==> config.mk <==
export PLATFORM = sky130hd
export DESIGN_NAME = fzd_maxima_defuzz
export DESIGN_NICKNAME = d
export VERILOG_FILES = /design/src/rtl/fzd_pkg.sv /design/src/rtl/fzd_dominance.sv /design/src/rtl/fzd_plateau.sv /design/src/rtl/fzd_pick.sv /design/src/rtl/fzd_maxima_defuzz.sv
export SDC_FILE = /design/constraint.sdc
export NUM_CORES = 1
export LEC_CHECK = 0
export BUFFER_PORTS_ARGS = -buffer_cell sky130_fd_sc_hd__buf_2
export CELL_PAD_IN_SITES_DETAIL_PLACEMENT = 0
export CELL_PAD_IN_SITES_GLOBAL_PLACEMENT = 1
export CORE_ASPECT_RATIO = 1.1
export CORE_UTILIZATION = 36
export CTS_CLUSTER_SIZE = 12
export DETAILED_ROUTE_END_ITERATION = 12
export HOLD_SLACK_MARGIN = 0.03
export PLACE_DENSITY = 0.75
export SLEW_MARGIN = 20
export SYNTH_ARGS = -nofsm -noshare
export SYNTH_HDL_FRONTEND = slang
export SYNTH_SLANG_ARGS = --single-unit
export TNS_END_PERCENT = 5
==> constraint.sdc <==
create_clock -name clk -period 1.9 [get_ports clk]
set_input_delay 0.095 -clock clk [delete_from_list [all_inputs] [get_ports clk]]
set_output_delay 0.095 -clock clk [all_outputs]
set_load 0.1 [all_outputs]
==> src/rtl/fzd_pkg.sv <==
package fzd_pkg;
   typedef enum logic [1:0] {
      FZD_LEFT  = 2'b00,
      FZD_MID   = 2'b01,
      FZD_RIGHT = 2'b10,
      FZD_MID2  = 2'b11
   } fzd_mode_e;

   localparam int FZD_NSETS = 3;

   // Corner points of the triangular output sets, derived from the data width.
   // which: 0 = low set, 1 = medium set, 2 = high set. pt: 0 = left foot, 1 = peak, 2 = right foot.
   function automatic int fzd_corner(input int w, input int which, input int pt);
      int top;
      int mid;
      top = (1 << w) - 1;
      mid = 1 << (w - 1);
      case (which)
         0: return (pt == 0) ? 0   : (pt == 1) ? 0   : mid;
         1: return (pt == 0) ? 0   : (pt == 1) ? mid : top;
         default: return (pt == 0) ? mid : top;
      endcase
   endfunction
endpackage

==> src/rtl/fzd_dominance.sv <==
module fzd_dominance #(
   parameter int W = 8
) (
   input  logic [W-1:0] s_low,
   input  logic [W-1:0] s_med,
   input  logic [W-1:0] s_high,
   output logic [2:0]   win,
   output logic [W-1:0] win_h
);
   logic low_gt_med, low_gt_high, med_gt_high, med_gt_low, high_gt_low, high_gt_med;

   always_comb begin
      low_gt_med  = s_low  > s_med;
      low_gt_high = s_low  > s_high;
      med_gt_low  = s_med  > s_low;
      med_gt_high = s_med  > s_high;
      high_gt_low = s_high > s_low;
      high_gt_med = s_high > s_med;
      win[0] = low_gt_med  & low_gt_high;
      win[1] = med_gt_low  & med_gt_high;
      win[2] = high_gt_low & high_gt_med;
      win_h  = '0;
      if (win[0]) win_h = s_low;
      if (win[1]) win_h = s_med;
      if (win[2]) win_h = s_high;
   end
endmodule

==> src/rtl/fzd_plateau.sv <==
module fzd_plateau #(
   parameter int W  = 8,
   parameter int CA = 0,
   parameter int CP = 0,
   parameter int CB = 128
) (
   input  logic [W-1:0] h,
   output logic [W-1:0] left_end,
   output logic [W-1:0] right_end
);
   localparam int TOP = (1 << W) - 1;
   localparam int PW  = 2 * W;
   localparam logic [W-1:0]  RISE  = W'(CP - CA);
   localparam logic [W-1:0]  FALL  = W'(CB - CP);
   localparam logic [W-1:0]  A_W   = W'(CA);
   localparam logic [W-1:0]  B_W   = W'(CB);
   localparam logic [PW-1:0] DIVSR = PW'(TOP);

   if (CA > CP || CP > CB || CB > TOP) begin : g_bad_corner
      $error("fzd_plateau: triangle corners out of order or range");
   end

   logic [PW-1:0] rise_prod, fall_prod, rise_q, fall_q;

   always_comb begin
      rise_prod = {{W{1'b0}}, RISE} * {{W{1'b0}}, h};
      fall_prod = {{W{1'b0}}, FALL} * {{W{1'b0}}, h};
      rise_q    = rise_prod / DIVSR;
      fall_q    = fall_prod / DIVSR;
      left_end  = A_W + rise_q[W-1:0];
      right_end = B_W - fall_q[W-1:0];
   end
endmodule

==> src/rtl/fzd_pick.sv <==
module fzd_pick
   import fzd_pkg::*;
#(
   parameter int W = 8
) (
   input  fzd_mode_e    mode,
   input  logic [W-1:0] left_end,
   input  logic [W-1:0] right_end,
   output logic [W-1:0] crisp
);
   logic [W:0] span_sum;

   always_comb begin
      span_sum = {1'b0, left_end} + {1'b0, right_end};
      unique case (mode)
         FZD_LEFT:  crisp = left_end;
         FZD_RIGHT: crisp = right_end;
         default:   crisp = span_sum[W:1];
      endcase
   end
endmodule

==> src/rtl/fzd_maxima_defuzz.sv <==
module fzd_maxima_defuzz
   import fzd_pkg::*;
#(
   parameter int W = 8
) (
   input  logic         clk,
   input  logic         rst_n,
   input  logic         valid_in,
   input  logic [1:0]   mode_sel,
   input  logic [W-1:0] str_low,
   input  logic [W-1:0] str_med,
   input  logic [W-1:0] str_high,
   output logic         valid_out,
   output logic [W-1:0] crisp_out
);
   if (W < 2 || W > 16) begin : g_bad_width
      $error("fzd_maxima_defuzz: W must lie in 2..16");
   end

   logic [2:0]   win;
   logic [W-1:0] win_h;
   logic [W-1:0] set_left  [FZD_NSETS];
   logic [W-1:0] set_right [FZD_NSETS];
   logic [W-1:0] sel_left, sel_right, crisp_nxt, pick_val;
   logic         any_win;

   fzd_dominance #(.W(W)) i_dom (
      .s_low(str_low), .s_med(str_med), .s_high(str_high),
      .win(win), .win_h(win_h)
   );

   for (genvar g = 0; g < FZD_NSETS; g++) begin : g_set
      fzd_plateau #(
         .W(W),
         .CA(fzd_corner(W, g, 0)),
         .CP(fzd_corner(W, g, 1)),
         .CB(fzd_corner(W, g, 2))
      ) i_plat (
         .h(win_h), .left_end(set_left[g]), .right_end(set_right[g])
      );
   end

   always_comb begin
      sel_left  = '0;
      sel_right = '0;
      for (int k = 0; k < FZD_NSETS; k++) begin
         if (win[k]) begin
            sel_left  = set_left[k];
            sel_right = set_right[k];
         end
      end
      any_win = |win;
   end

   fzd_pick #(.W(W)) i_pick (
      .mode(fzd_mode_e'(mode_sel)), .left_end(sel_left), .right_end(sel_right), .crisp(pick_val)
   );

   assign crisp_nxt = any_win ? pick_val : '0;

   always_ff @(posedge clk or negedge rst_n) begin
      if (!rst_n) begin
         valid_out <= 1'b0;
         crisp_out <= '0;
      end else begin
         valid_out <= valid_in;
         if (valid_in) crisp_out <= crisp_nxt;
      end
   end

   AST_VALID_FOLLOWS: assert property (@(posedge clk) disable iff (!rst_n) valid_in |=> valid_out);
   AST_IDLE_HOLDS: assert property (@(posedge clk) disable iff (!rst_n) !valid_in |=> $stable(crisp_out));
   AST_ONE_WINNER: assert property (@(posedge clk) disable iff (!rst_n) $onehot0(win));
   AST_TIE_ZERO: assert property (@(posedge clk) disable iff (!rst_n) (valid_in && !any_win) |=> crisp_out == '0);
   AST_PLATEAU_ORDER: assert property (@(posedge clk) disable iff (!rst_n) any_win |-> sel_left <= sel_right);
endmodule

# Word level (Yosys, flattened, before mapping)
# Cells that the tools add are included.
# Widths: inputs -> output; s select.
# totals
ff_bits	9
in_bits	29
word_cells	31
# classes
addsub	4
mul	1
div	2
n_lt_le_gt_ge	6
eq_ne	1
muxes	10
bitwise_logic	3
reduce_logical	2
# ops
cell	count
$mux 8	9
$gt 8x8->1	6
$div 15x8->16 const B	2
$pmux 8 s2	1
$sub 8x8->8 const A	2
$mul 7x8->15 const A	1
$add 8x8->9	1
$add 8x8->8 const A	1
$and 1x1->1	3
$reduce_or 3->1	1
$eq 2x2->1 const B	1
$logic_not 2->1	1

# Depth between registers and ports, before layout
# logic_depth
depth_word	13
ltp_mapped	57

# Modules after synthesis
# A second synthesis with hierarchy kept.
# unflattened
hier_cells	1371
area_unflattened_um2	10719.0
# by_module_without_submodules
module	n_inst	cells_each	area_per_inst_um2
fzd_plateau (g_set[1].i_plat)	1	515	4110.2
fzd_plateau (g_set[2].i_plat)	1	444	3498.4
fzd_plateau (g_set[0].i_plat)	1	129	958.4
fzd_dominance	1	113	868.3
fzd_maxima_defuzz	1	108	820.8
fzd_pick	1	62	462.9

# Worst setup path before layout
# OpenSTA, ideal clock, no wires.
# synth_path
kind	input to register
start	input str_high[1]
end	register crisp_out[7]
arrival_time_ns	12.441
required_time_ns	1.760
path_slack_ns	-10.680
stages	51
path_cell_list	inv_1 ha_1 nor2b_1 o21a_1 o21a_1 o21ai_1 a21oi_1 or2_2 and3_1 clkbuf_1 a222oi_1 fa_1 fa_1 inv_1 fa_1 fa_1 ha_1 buf_2 [... 15 more ...] and2_2 ha_1 inv_1 a211oi_1 o2bb2ai_1 a31oi_4 o31ai_1 o21a_1 a221oi_4 or2_2 fa_1 a21oi_1 o21ai_0 a21o_1 a21oi_1 o21bai_1 a21oi_1 o221ai_1
# synth_between
elab_chain_cells	13
word_cells_on_any_way	25
classes_between	add/sub: 4; mul: 1; div: 2; order compare: 4; mux: 10; bitwise: 3; reduce/logical: 1
# synth_rtl
item	line	text
from (decl)	fzd_maxima_defuzz.sv:12	input logic [W-1:0] str_high,
$gt 8x8->1	fzd_dominance.sv:14	low_gt_high = s_low > s_high;
$and 1x1->1	fzd_dominance.sv:19	win[0] = low_gt_med & low_gt_high;
$mux 8	fzd_dominance.sv:23	if (win[0]) win_h = s_low;
$mux 8	fzd_dominance.sv:24	if (win[1]) win_h = s_med;
$mux 8	fzd_dominance.sv:25	if (win[2]) win_h = s_high;
$mul 7x8->15 or $div 15x8->16 (tied branches)	-	
$div 15x8->16 or $sub 8x8->8 (tied branches)	fzd_plateau.sv:28, fzd_plateau.sv:29, fzd_plateau.sv:31	
$sub 8x8->8 or $mux 8 (tied branches)	fzd_plateau.sv:31, fzd_maxima_defuzz.sv:47	
$mux 8 (2 in a row)	fzd_maxima_defuzz.sv:47	if (win[k]) begin
$add 8x8->9	fzd_pick.sv:14	span_sum = {1'b0, left_end} + {1'b0, right_end};
$pmux 8 s2	fzd_pick.sv:15	unique case (mode)
$mux 8 (*)	fzd_maxima_defuzz.sv:59	assign crisp_nxt = any_win ? pick_val : '0;
to (signal assigned)	fzd_maxima_defuzz.sv:67	if (valid_in) crisp_out <= crisp_nxt;
to (decl)	fzd_maxima_defuzz.sv:14	output logic [W-1:0] crisp_out
# Every way passes the cells marked *; elsewhere a longest branch is shown, timed or not.
# A chain may end at the register's enable or synchronous reset.

# Worst setup path after layout
# layout_path
start	input str_med[1]
end	register crisp_out[7]
# layout_between
elab_chain_cells	13
word_cells_on_any_way	25
classes_between	add/sub: 4; mul: 1; div: 2; order compare: 4; mux: 10; bitwise: 3; reduce/logical: 1
# layout_rtl
item	line	text
from (decl)	fzd_maxima_defuzz.sv:11	input logic [W-1:0] str_med,
$gt 8x8->1	fzd_dominance.sv:13	low_gt_med = s_low > s_med;
$and 1x1->1	fzd_dominance.sv:19	
$mux 8	fzd_dominance.sv:23	
$mux 8	fzd_dominance.sv:24	
$mux 8	fzd_dominance.sv:25	
$mul 7x8->15 or $div 15x8->16 (tied branches)	-	
$div 15x8->16 or $sub 8x8->8 (tied branches)	fzd_plateau.sv:28, fzd_plateau.sv:29, fzd_plateau.sv:31	
$sub 8x8->8 or $mux 8 (tied branches)	fzd_plateau.sv:31, fzd_maxima_defuzz.sv:47	
$mux 8 (2 in a row)	fzd_maxima_defuzz.sv:47	
$add 8x8->9	fzd_pick.sv:14	
$pmux 8 s2	fzd_pick.sv:15	
$mux 8 (*)	fzd_maxima_defuzz.sv:59	
# Marked as above.

==> results.txt <==
----------------------------------------------------
[Clock network]
  Deepest clock path buffer count ... 2
  CTS tree ... yes
  Clock latency on the worst-skew pair ... 0.23 ns
  Depth of the CTS H-tree ... 1
  Clock-pin slew reported for the worst setup and hold paths after clock tree synthesis ... 0.04 ns
  Number of clock buffers inserted by TritonCTS ... 3
  Number of sinks handled by clock tree synthesis ... 9
  Clock root buffer ... sky130_fd_sc_hd__clkbuf_16

[Routing]
  Drc violations ... 0
  Routed via count divided by cell count ... 5.389
  First drt pass iteration count ... 5
  Final ANT Viol Nets ... 0
  Average wire per cell in the routed design ... 14.77 µm
  Violation count after the first detailed-route iteration ... 299
  Via count of the routed design ... 7,464
  Wire length after detailed routing ... 20,460 µm

[Timing]
  Clk_skew ... 0 ns
  Shortest clock period the worst path allows after layout ... 11.23 ns
  Period utilization ... 591.2%
  Accumulated negative setup slack ... -72.54 ns
  Max-slew headroom at the worst pin ... 62.29%
  Final setup violating endpoints ... 8
  Max-slew violation count ... 0
  Final Hold Fails ... 0
  Setup slack after layout ... -9.333 ns
  Unrepaired setup endpoints after global routing ... true
  FMAX ... 89.03 MHz
  Worst Max-Slew Pin Slew ... 0.5630 ns

[Placed design]
  Hpwl dp ... 17,180 µm
  Final RePlAce weighted congestion ... 0.8923
  Buffers added on ports ... 37

[Worst hold path]
  Worst hold-check path type ... in -> async

[Layout]
  Area added between synthesis and finish ... 57.90%
  Commonest non-fill, non-tap cell in the layout ... sky130_fd_sc_hd__buf_4
  Core utilization of the finished layout ... 57.90%
  Layout cell share with drive strength beyond 1 ... 45.87%
  Number of diodes ... 0
  Most used cells in the layout excluding fill and tap cells ... 351 x sky130_fd_sc_hd__buf_4, 72 x sky130_fd_sc_hd__inv_1, 67 x sky130_fd_sc_hd__ha_1, 50 x sky130_fd_sc_hd__nand2_1, 36 x sky130_fd_sc_hd__buf_2
  Final #Nets ... 1,280

[Global route]
  Vias in the first global route ... 7,855
  Total global-route track usage ... 23.58%
  Overflow left after global routing ... 0
  Maximum number of pins on one net before global-route repair ... 12
  Global-route wire length before repair ... 35,330 µm
  Antenna violations before repair ... 0

[Critical path]
  CP Data Required Time ... 2.00 ns
  Peak fanout along the critical path ... 11
  Worst setup path category ... in -> reg
  Max stage delay on crit path ... 0.57 ns
  Arrival time reported for the critical path endpoint ... 11.34 ns
  Worst setup SP type ... primary input
  CP max stage cell ... sky130_fd_sc_hd__fa_1
  Worst setup EP type ... flip-flop

[Synthesis]
  Netlist cell types ... 113
  Gate Count Post-Synth ... 778
  Syn. warnings ... 0
  Number of synthesized flops with an enable pin ... 0
  Most common flop cell mapped by yosys ... sky130_fd_sc_hd__dfrtp_1
  Synthesis-stage register bit count ... 9
  Share of the yosys chip area belonging to registers ... 3.622%
  Mean instance size in the synthesized netlist ... 7.991 µm²
  Post-Synthesis Cell Area ... 6217 µm²
  FFs w/ async S/R, synth ... 100.0%
  Nets in the synthesized netlist ... 906

[Die]
  Full die area ... 17,800 µm²
  Die X-Extent ... 127.3 µm
  Placeable core region ... 16,950 µm²
  Num ports ... 38
  Starting density of the core ... 36.67%
  Std-Cell Rows ... 50
  Vertical die dimension ... 139.8 µm

[Run status]
  Outcome ... finished with violations
  Violated checks ... negative setup slack

[Run]
  Max-capacitance violation count ... 0

----------------------------------------------------
[sequential cells by signal, indices dropped and copies added (netlist names)]
register   flops
crisp_out      8
valid_out      1
[metrics by stage]
step	setup WS [ns]	area [µm²]	hold slack (ns)	std cells
after floorplan	-10.03	6371	-0.2006	778
after global placement	-9.803	9241	-0.04873	1362
after detailed placement	-9.969	9241	-0.04479	1362
after CTS	-9.328	9723	0.2485	1383
after global routing	-9.897	9817	0.2775	1385
final	-9.333	9817	0.2405	1385
[logic make-up after synthesis]
logic type      synth area share, %
fa+ha+maj                     22.98
buf+inv                       6.540
compound gates                33.49
flops                         3.623
simple gates                  23.22
mux                           4.790
xor+xnor                      5.353
[Yosys cell counts, drive strengths merged, types with 4 or more instances]
cell	instances	area share (%)
or4	5	0.72
nor4	12	1.4
buf	10	0.93
o21a	6	0.72
a31o	5	0.70
nor2	39	2.4
o22ai	5	0.50
clkbuf	14	0.85
nand4	14	2.0
dfrtp	9	3.6
inv	79	4.8
a21oi	37	3.2
o221ai	8	1.1
o211a	6	0.97
nand2	52	3.2
o311ai	6	1.5
mux2i	20	3.3
o31ai	12	1.7
xnor2	18	3.0
or3	14	1.5
or2	6	0.64
a222oi	5	0.81
nor3	27	2.7
a21o	21	2.7
o32ai	5	0.83
o21ai	40	3.5
o2111ai	6	1.1
ha	75	15
a211oi	16	2.4
fa	24	7.7
nand3	25	2.1
xor2	11	1.7
a31oi	5	0.74
o211ai	11	1.6
nand2b	11	1.2
nor2b	12	1.2
a21boi	4	0.54
a211o	7	0.99
a32oi	4	0.81
and2	16	1.6
and3	10	1.0
mux2	8	1.5
[critical path, delay by kind of cell]
| kind | cells | cell delay [ns] |
|---|---|---|
| buffers and inverters | 8 | 1.07 |
| AND/OR/NAND/NOR | 10 | 1.62 |
| multiplexers | 1 | 0.34 |
| adder cells (fa/ha/maj) | 8 | 3.07 |
| AO/OA/AOI/OAI | 24 | 4.87 |
| XOR/XNOR | 1 | 0.24 |
[worst paths after layout]
check	from	to	slack [ns]	depth (start not counted)
worst max register to register	crisp_out[6]	crisp_out[6]	0.90	2
min in group clk	mode_sel[0]	crisp_out[1]	0.27	3
max in group asynchronous	rst_n	valid_out	1.48	2
worst min register to register	crisp_out[2]	crisp_out[2]	0.48	2
worst max-delay path	str_med[1]	crisp_out[7]	-9.33	52
worst min-delay path	rst_n	crisp_out[6]	0.24	2
[routing by layer]
layer	global-route usage [%]	up-vias	part of all wire, %
li1	-	3722	-
met1	27.74	3559	44
met2	45.70	144	52
met3	0.6536	39	1.9
met4	6.955	0	2.2
met5	0	-	0
[final cells by class]
cell class / count / area [µm²]
multi-input cells: 666 / 6036
inverters: 79 / 304.0
fillers: 1532 / 7137
repair buffers: 393 / 2880
clock buffers: 4 / 78.83
well taps: 234 / 292.8
flip-flops and latches: 9 / 225.2
[what timing repair did]
action | in CTS | in global routing
setup endpoints to repair | 8 | 8
hold endpoints to repair | 10 | 0
pin swaps | 42 | 19
hold buffers | 2 | 0
resized for setup | 48 | 16
setup buffers | 15 | 2
Power is left out: the tool's default activity adds up to more than one toggle a clock period on the data nets, which glitch-free logic cannot reach.
